===== config.mk =====
export PLATFORM = sky130hd
export DESIGN_NAME = remap_cfg_writer
export DESIGN_NICKNAME = d
export VERILOG_FILES = /design/src/rtl/remap_cfg_pkg.sv /design/src/rtl/remap_ydim_calc.sv /design/src/rtl/remap_shape_gen.sv /design/src/rtl/remap_mask_alloc.sv /design/src/rtl/remap_cfg_writer.sv
export SDC_FILE = /design/constraint.sdc
export NUM_CORES = 1
export LEC_CHECK = 0
export ABC_AREA = 1
export BUFFER_PORTS_ARGS = -buffer_cell sky130_fd_sc_hd__buf_4
export CAP_MARGIN = 10
export CORE_MARGIN = 3
export CORE_UTILIZATION = 50
export DETAILED_ROUTE_END_ITERATION = 12
export HOLD_SLACK_MARGIN = 0.02
export PLACE_DENSITY_LB_ADDON = 0.3
export SYNTH_ARGS = -nofsm -noshare
export SYNTH_HDL_FRONTEND = slang
export SYNTH_SLANG_ARGS = --single-unit

===== constraint.sdc =====
create_clock -name clk -period 16.9 [get_ports clk]
set_clock_uncertainty 0.2 [all_clocks]
set_input_delay 0.845 -clock clk [delete_from_list [all_inputs] [get_ports clk]]
set_output_delay 0.845 -clock clk [all_outputs]
set_load 0.05 [all_outputs]

===== src/rtl/remap_cfg_pkg.sv =====
package remap_cfg_pkg;

    localparam int NUM_SHAPES = 4;
    localparam int NUM_OPS    = 5;
    localparam int SEL_W      = $clog2(NUM_SHAPES);
    localparam int SHAPE_W    = 32;
    localparam int STATE_W    = 64;
    localparam int MASK_W     = NUM_OPS;
    localparam int DIM_W      = 5;
    localparam int DSZ_W      = 6;
    localparam int MAXVL_W    = 7;
    localparam int SEL_BASE   = 32;
    localparam int EN_BASE    = 42;
    localparam int PERS_BIT   = 62;
    localparam int OPC_W      = 3;

    typedef enum logic [OPC_W-1:0] {
        OP_SRC_A = 3'd0,
        OP_SRC_B = 3'd1,
        OP_SRC_C = 3'd2,
        OP_DST_T = 3'd3,
        OP_DST_S = 3'd4
    } op_code_e;

    typedef struct packed {
        logic [1:0]       mode;
        logic [1:0]       elw;
        logic [3:0]       offs;
        logic             skip;
        logic [1:0]       inv;
        logic [2:0]       perm;
        logic [DSZ_W-1:0] gpr;
        logic [DSZ_W-1:0] ydim;
        logic [DSZ_W-1:0] xdim;
    } shape_word_t;

    typedef struct packed {
        logic                            persist;
        logic [NUM_OPS-1:0]              en;
        logic [NUM_OPS-1:0][SEL_W-1:0]   sel;
    } remap_area_t;

    typedef struct packed {
        logic [NUM_SHAPES-1:0] we;
        logic [NUM_SHAPES-1:0] load;
    } shape_ctl_t;

    function automatic logic [STATE_W-1:0] pack_area(input remap_area_t a);
        logic [STATE_W-1:0] s;
        s = '0;
        for (int k = 0; k < NUM_OPS; k++) begin
            s[SEL_BASE + SEL_W*k +: SEL_W] = a.sel[k];
            s[EN_BASE + k]                 = a.en[k];
        end
        s[PERS_BIT] = a.persist;
        return s;
    endfunction

    function automatic logic [DSZ_W-1:0] sat_minus_one(input logic [MAXVL_W:0] q);
        logic [DSZ_W-1:0] r;
        if (q == '0)
            r = '0;
        else if (q > (MAXVL_W+1)'(1 << DSZ_W))
            r = '1;
        else
            r = DSZ_W'(q - 1'b1);
        return r;
    endfunction

endpackage


===== src/rtl/remap_ydim_calc.sv =====
module remap_ydim_calc
    import remap_cfg_pkg::*;
(
    input  logic [DIM_W-1:0]   dim,
    input  logic [MAXVL_W-1:0] maxvl,
    input  logic               yx,
    input  logic               sk,
    output logic [DSZ_W-1:0]   ydim
);
    localparam int SUM_W = MAXVL_W + 1;

    logic [SUM_W-1:0] divisor;
    logic [SUM_W-1:0] dividend;
    logic [SUM_W-1:0] quot;

    always_comb begin
        divisor  = SUM_W'(dim) + 1'b1;
        dividend = SUM_W'(maxvl) + divisor - 1'b1;
        quot     = dividend / divisor;
        if (yx && !sk)
            ydim = sat_minus_one(quot);
        else
            ydim = '0;
    end
endmodule


===== src/rtl/remap_shape_gen.sv =====
module remap_shape_gen
    import remap_cfg_pkg::*;
(
    input  logic [4:0]        idx_reg,
    input  logic [DIM_W-1:0]  dim,
    input  logic [1:0]        ew,
    input  logic              yx,
    input  logic              sk,
    input  logic [DSZ_W-1:0]  ydim,
    output shape_word_t       word
);
    localparam logic [2:0] PERM_XY = 3'b110;
    localparam logic [2:0] PERM_YX = 3'b111;

    always_comb begin
        word.mode = 2'b00;
        word.elw  = ew;
        word.offs = 4'd0;
        word.skip = sk;
        word.inv  = 2'b00;
        word.perm = yx ? PERM_YX : PERM_XY;
        word.gpr  = {idx_reg, 1'b0};
        word.ydim = ydim;
        word.xdim = {1'b0, dim};
    end
endmodule


===== src/rtl/remap_mask_alloc.sv =====
module remap_mask_alloc
    import remap_cfg_pkg::*;
(
    input  logic [MASK_W-1:0] rmask,
    input  logic              mm,
    input  remap_area_t       cur,
    output remap_area_t       nxt,
    output remap_area_t       wmask,
    output shape_ctl_t        sctl
);
    logic [SEL_W-1:0] next_shape;
    logic [OPC_W-1:0] opc;
    logic [SEL_W-1:0] tgt;
    logic             opc_ok;

    assign opc    = rmask[MASK_W-1 -: OPC_W];
    assign tgt    = rmask[SEL_W-1:0];
    assign opc_ok = (opc <= OPC_W'(OP_DST_S));

    always_comb begin
        nxt        = cur;
        wmask      = '0;
        sctl       = '0;
        next_shape = '0;
        if (!mm) begin
            nxt          = '0;
            wmask.sel    = '1;
            wmask.en     = '1;
            wmask.persist = 1'b1;
            sctl.we      = '1;
            for (int b = 0; b < NUM_OPS; b++) begin
                if (rmask[b]) begin
                    nxt.sel[b]            = next_shape;
                    sctl.load[next_shape] = 1'b1;
                    next_shape            = next_shape + 1'b1;
                end
            end
            nxt.en      = rmask;
            nxt.persist = 1'b0;
        end else if (opc_ok) begin
            nxt.sel[opc]   = tgt;
            nxt.en[opc]    = 1'b1;
            nxt.persist    = 1'b1;
            wmask.sel[opc] = '1;
            wmask.en[opc]  = 1'b1;
            wmask.persist  = 1'b1;
            sctl.we[tgt]   = 1'b1;
            sctl.load[tgt] = 1'b1;
        end
    end
endmodule


===== src/rtl/remap_cfg_writer.sv =====
module remap_cfg_writer
    import remap_cfg_pkg::*;
(
    input  logic                          clk,
    input  logic                          rst,
    input  logic                          instr_vld,
    input  logic [4:0]                    idx_reg,
    input  logic [MASK_W-1:0]             rmask,
    input  logic [DIM_W-1:0]              dim,
    input  logic [1:0]                    ew,
    input  logic                          yx,
    input  logic                          mm,
    input  logic                          sk,
    input  logic [MAXVL_W-1:0]            maxvl,
    output logic [NUM_SHAPES*SHAPE_W-1:0] shape_q,
    output logic [NUM_SHAPES-1:0]         shape_we,
    output logic [STATE_W-1:0]            state_q,
    output logic [STATE_W-1:0]            state_wmask
);
    logic [DSZ_W-1:0]     ydim;
    shape_word_t          word;
    remap_area_t          area_q;
    remap_area_t          area_nxt;
    remap_area_t          area_wm;
    shape_ctl_t           sctl;
    logic [SHAPE_W-1:0]   shape_r [NUM_SHAPES];
    logic [NUM_SHAPES-1:0] we_r;
    logic [STATE_W-1:0]   wm_r;

    remap_ydim_calc u_ydim (
        .dim   (dim),
        .maxvl (maxvl),
        .yx    (yx),
        .sk    (sk),
        .ydim  (ydim)
    );

    remap_shape_gen u_gen (
        .idx_reg (idx_reg),
        .dim     (dim),
        .ew      (ew),
        .yx      (yx),
        .sk      (sk),
        .ydim    (ydim),
        .word    (word)
    );

    remap_mask_alloc u_alloc (
        .rmask (rmask),
        .mm    (mm),
        .cur   (area_q),
        .nxt   (area_nxt),
        .wmask (area_wm),
        .sctl  (sctl)
    );

    always_ff @(posedge clk) begin
        if (rst) begin
            area_q <= '0;
            we_r   <= '0;
            wm_r   <= '0;
        end else begin
            we_r <= instr_vld ? sctl.we : '0;
            wm_r <= instr_vld ? pack_area(area_wm) : '0;
            if (instr_vld)
                area_q <= area_nxt;
        end
    end

    generate
        for (genvar k = 0; k < NUM_SHAPES; k++) begin : g_shape
            always_ff @(posedge clk) begin
                if (rst)
                    shape_r[k] <= '0;
                else if (instr_vld && sctl.we[k])
                    shape_r[k] <= sctl.load[k] ? SHAPE_W'(word) : '0;
            end
            assign shape_q[SHAPE_W*k +: SHAPE_W] = shape_r[k];
        end
    endgenerate

    assign shape_we    = we_r;
    assign state_q     = pack_area(area_q);
    assign state_wmask = wm_r;
endmodule


# [Word level (Yosys, flattened, before mapping)]
# Memory sizes are Yosys's and may differ from the RTL's.
# Index checks and enable logic that the tools add are counted.
[word_totals] wordCells=127 ramBits=120 mem_count=1 regBits=84
[classes] addsub=7 n_eq_ne=1 n_mux=68 order_cmp=14 n_bitwise=10 n_reduce_logical=15 n_div=1
[mem_list] name="shape_r" depth=4 width=30 rd=4 rd_ports_with_merged_regs=0 write_ports=4 line_no="remap_cfg_writer.sv:26" source="logic [SHAPE_W-1:0] shape_r [NUM_SHAPES];"
[ops] op="30-bit 2-to-1 mux" n=8
[ops] op="16-bit 2-to-1 mux" n=4
[ops] op="4-bit 2-to-1 mux" n=7
[ops] op="1-bit 2-to-1 mux" n=24
[ops] op="2-bit 2-to-1 mux" n=12
[ops] op="6-bit 2-to-1 mux" n=3
[ops] op="8-bit 2-to-1 mux" n=2
[ops] op="2-bit by 3-bit < comparator with 1-bit output (second input constant)" n=5
[ops] op="4-bit bitwise OR" n=3
[ops] op="1-bit logical AND" n=11
[ops] op="10-bit bitwise mux" n=1
[ops] op="1-bit demux with 2-bit select" n=5
[ops] op="2-bit by 1-bit greater-or-equal comparator with 1-bit output (second input constant)" n=5
[ops] op="7-bit by 8-bit adder with 8-bit output" n=1
[ops] op="8-bit by 8-bit divider with 8-bit output" n=1
[ops] op="8-bit by 7-bit greater-than comparator with 1-bit output (second input constant)" n=1
[ops] op="8-bit logical NOT" n=1
[ops] op="8-bit by 1-bit subtractor with 8-bit output (second input constant)" n=1
[ops] op="2-bit by 1-bit adder with 2-bit output (second input constant)" n=3
[ops] op="5-bit by 1-bit adder with 6-bit output (second input constant)" n=1
[ops] op="2-bit demux with 3-bit select" n=1
[ops] op="6-bit by 1-bit subtractor with 6-bit output (second input constant)" n=1
[ops] op="5-bit bitwise OR" n=1
[ops] op="3-bit by 4-bit < comparator with 1-bit output (second input constant)" n=1
[ops] op="10 further kinds" n=13

# [Longest topological paths before layout]
[logic_depth] ltp_word=23 depth_mapped=96 mapped_depth_nobuf=95

# [Cells and area by module]
# Synthesis repeated with hierarchy kept, for this count alone.
[unflattened] cells_unflattened=1074 area_unflattened_um2=9688.0
[by_module_without_submodules] mod="remap_cfg_writer" seq_area_each_um2=4564.4 cells_each=540 area_per_inst_um2=6382.4 n_inst=1
[by_module_without_submodules] mod="remap_ydim_calc" seq_area_each_um2=0.0 cells_each=362 area_per_inst_um2=2209.6 n_inst=1
[by_module_without_submodules] mod="remap_mask_alloc" seq_area_each_um2=0.0 cells_each=138 area_per_inst_um2=848.3 n_inst=1
[by_module_without_submodules] mod="remap_shape_gen" seq_area_each_um2=0.0 cells_each=34 area_per_inst_um2=247.7 n_inst=1

# [Worst setup path after synthesis]
# No wires, ideal clock.
[synth_path] path_type="input -> register" from="input dim[0]" to="memory shape_r[0][10] (netlist name) (data pin)" n_path_buf=2 setup_slack_ns=4.737 path_stages=87 t_arrival_ns=11.697 path_cell_list="ha_1 > inv_1 > ha_1 > inv_1 > ha_1 > inv_1 > fa_1 > inv_1 > nand2_1 > nand3_1 > nand2_1 > nand2_1 > inv_1 > ha_1 > o21ai_0 > nor2_1 > nand4_1 > nand2_1 > (+51 left out) > nand2_1 > a21oi_4 > nand2_4 > clkinv_4 > nand2_1 > o21ai_1 > ha_1 > a21oi_1 > o21ai_1 > nor3_4 > nand2_1 > inv_1 > ha_1 > nand3_1 > a21boi_1 > o21ai_0 > nand2_1 > nor2_1"
[synth_rtl] element="start, declared" line_no="remap_cfg_writer.sv:9" source="input logic [DIM_W-1:0] dim,"
[synth_rtl] element="end, declared" line_no="remap_cfg_writer.sv:26"

==> metrics <==
fmax=about 0.072 GHz; outcome=complete, no violations; synth top area cells=edfxtp_1 34%, buf_4 15%, ha_1 9.8%; final hold viol count=0; GRT Overall Usage=0.204; crit share post-route=0.818; row cnt=44; Synth Warn #=0; sequential share of the synthesized area=0.406; initial antenna violation count=0; flop and latch count out of synthesis=110; via count=5634; sw power=about 0.81 mW; RSZ-0062 raised after global routing=false; vias in the first global route=5035; power per cell area=189 nW/um^2; Clock power frac=0.143; Skew-Pair Late Insertion Delay=around 0.34 ns; switching part of the total power=0.502; Slew headroom=0.383; Max Cap Violations=0; Crit. Startpoint=dim[0]; Root Driver=clkbuf_16; Pins Over Slew Limit=0; largest net degree at the start of global routing=22; post-synth top area share=0.336; hold buffer count at CTS=0; DRC errors left=0; number of enable flip-flop cells after synthesis=84; Worst setup SP type=input port; post-DR vias/cell=approximately 4.8; hpwl dp=13.4 mm; Worst Hold Class=reg2reg; Critical Path End Type=flop; final antenna diode count=0; Leakage=~4.4 nW; # resized after CTS=0; chip width=128 um; worst r2r src=state_q[38]; CTS Buffer Depth=2; Mapped Area=7500 sq um; asr flop ratio synth=0; GPL Wtd Cong=0.879; Routed Antenna Nets=0; Synth area leader=edfxtp_1; HP Start=state_q[35]; starting DRC count in detailed routing=410; Ports=290; CP arrival=13.69 ns; Worst Path Class, Setup=in2reg; Primary FF master, synth=edfxtp_1; DIE AREA=~17000 sq um; CTS tree=built; CP most frequent cell=nand2_1; CP peak stage delay=0.40 ns; Fin Setup TNS=0 ns; Clk pin slew, worst setup/hold paths=0.07 ns; setup violators final=0; Die Y=between 100 and 150 um; H-tree depth=3; synth cell count leaders=151 x buf_4, 109 x nor2_1, 104 x nand2_1, 102 x inv_1, 84 x edfxtp_1; Logic pwr share=0.655; Nets=1082; Pwr Total=roughly 1.6 mW; first-pass GRT wire length=26.7 mm; area of the core=14600 sq um; CTS sink count=110; Syn Area/Cell=8.78 sq um; router iterations before antenna repair=5; part of the power in registers=0.203; Initial Utilization=0.514; Pint=0.804 mW; Overflow after GRT=0; Worst EP required=16.77 ns; CTS buffer count=9; Area Growth Syn to Fin=14.1%; minimum clock period=13.83 ns; Setup Fix Bufs, Post-CTS=0; IO Port Bufs=153; cells after synthesis=between 800 and 900; most frequent cell after synthesis=buf_4; Routed WL=roughly 18 mm; Worst Path Max Fanout=15; Netlist cell types=50; share of post-route cells with drive strength above 1=0.213; Avg WL per Cell=14.8 um; worst ir drop on vdd=0.000172 V; Critical-path top delay cell=fa_1; Slew @ Worst Pin=0.923 ns
placed cells by master, fill, tap and decap left out, drive strengths merged:
master	n
nand3	33
a31oi	5
edfxtp	84
o221ai	2
and2	1
xor2	10
clkbuf	9
a21boi	1
o211ai	5
inv	110
o21a	1
nand2	116
a221oi	1
clkinv	4
o22ai	1
a21o	3
buf	157
nand3b	1
xnor2	9
fa	2
a32oi	1
bufinv	2
ha	59
o31ai	1
a311oi	1
o21ai	38
nor4	1
nand4	7
o21bai	5
nor2	111
or2	6
a21oi	35
a211oi	2
clkinvlp	1
a2111oi	1
dfxtp	26
conb	136
nor3	8
per-layer routing:
| layer | vias up | part of all wire | track usage |
|---|---|---|---|
| met3 | 16 | 0.085 | 0.0278 |
| met1 | 2590 | 0.42 | 0.281 |
| li1 | 2769 | - | - |
| met4 | 0 | 0.0099 | 0.0474 |
| met2 | 259 | 0.48 | 0.343 |
| met5 | - | 0 | 0 |
worst paths after layout:
path | slack (ns) | endpoint | cells after the start
worst min register to register | 0.27 | state_q[35] | 2
worst max register to register | 15.98 | state_q[38] | 2
worst min-delay path | 0.27 | state_q[35] | 2
worst max-delay path | 3.07 | shape_r[1][10] | 88
metrics by stage:
stage	area (sq um)	worst slack (ns)	utilization	instances	hold WS [ns]
global route	8550	1.56	0.586	1180	0.304
global placement	8220	3.13	0.564	1164	0.251
finish	8550	3.07	0.586	1180	0.270
CTS	8550	3.12	0.586	1180	0.274
detailed placement	8220	2.77	0.564	1164	0.263
floorplan	8010	4.74	-	989	0.480
power by group through the flow:
stage               clock network, mW  logic [mW]  registers, mW
finish                          0.230        1.06          0.327
CTS                             0.233        1.06          0.327
global route                    0.245        1.19          0.329
floorplan                           0       0.799          0.419
global placement                    0        1.04          0.333
detailed placement                  0        1.06          0.333
sequential cells by signal (all words and copies together), names as in the netlist:
| name | flops |
|---|---|
| shape_we | 4 |
| shape_r | 84 |
| state_wmask | 6 |
| state_q | 16 |
area by class of cell:
type,instances,area (sq um)
Clock buffer,9,225
Clock inverter,7,104
Fill cell,1337,6040
Inverter,110,419
Multi-Input combinational cell,603,3350
Sequential cell,110,3040
Tap cell,184,230
Timing Repair Buffer,157,1180
worst max-delay path, delay by kind of cell:
kind                     cells  cell delay [ns]
buffers and inverters       14             1.27
adder cells (fa/ha/maj)     13             3.79
AND/OR/NAND/NOR             37             3.49
AO/OA/AOI/OAI               24             4.29
logic make-up (layout without fill, tap and decap cells):
logic type	count (synthesis)	count (layout)	share of synthesized area
DFF	110	110	0.406
AOI/OAI and AO/OA	103	103	0.0843
xor gates and xnor gates	19	19	0.0222
and+or+nand+nor	284	284	0.169
adders and majority gates	61	61	0.104
other	1	136	0.000500
buffers and inverters	276	283	0.215
No activity file was read; power rests on OpenSTA's default activity.
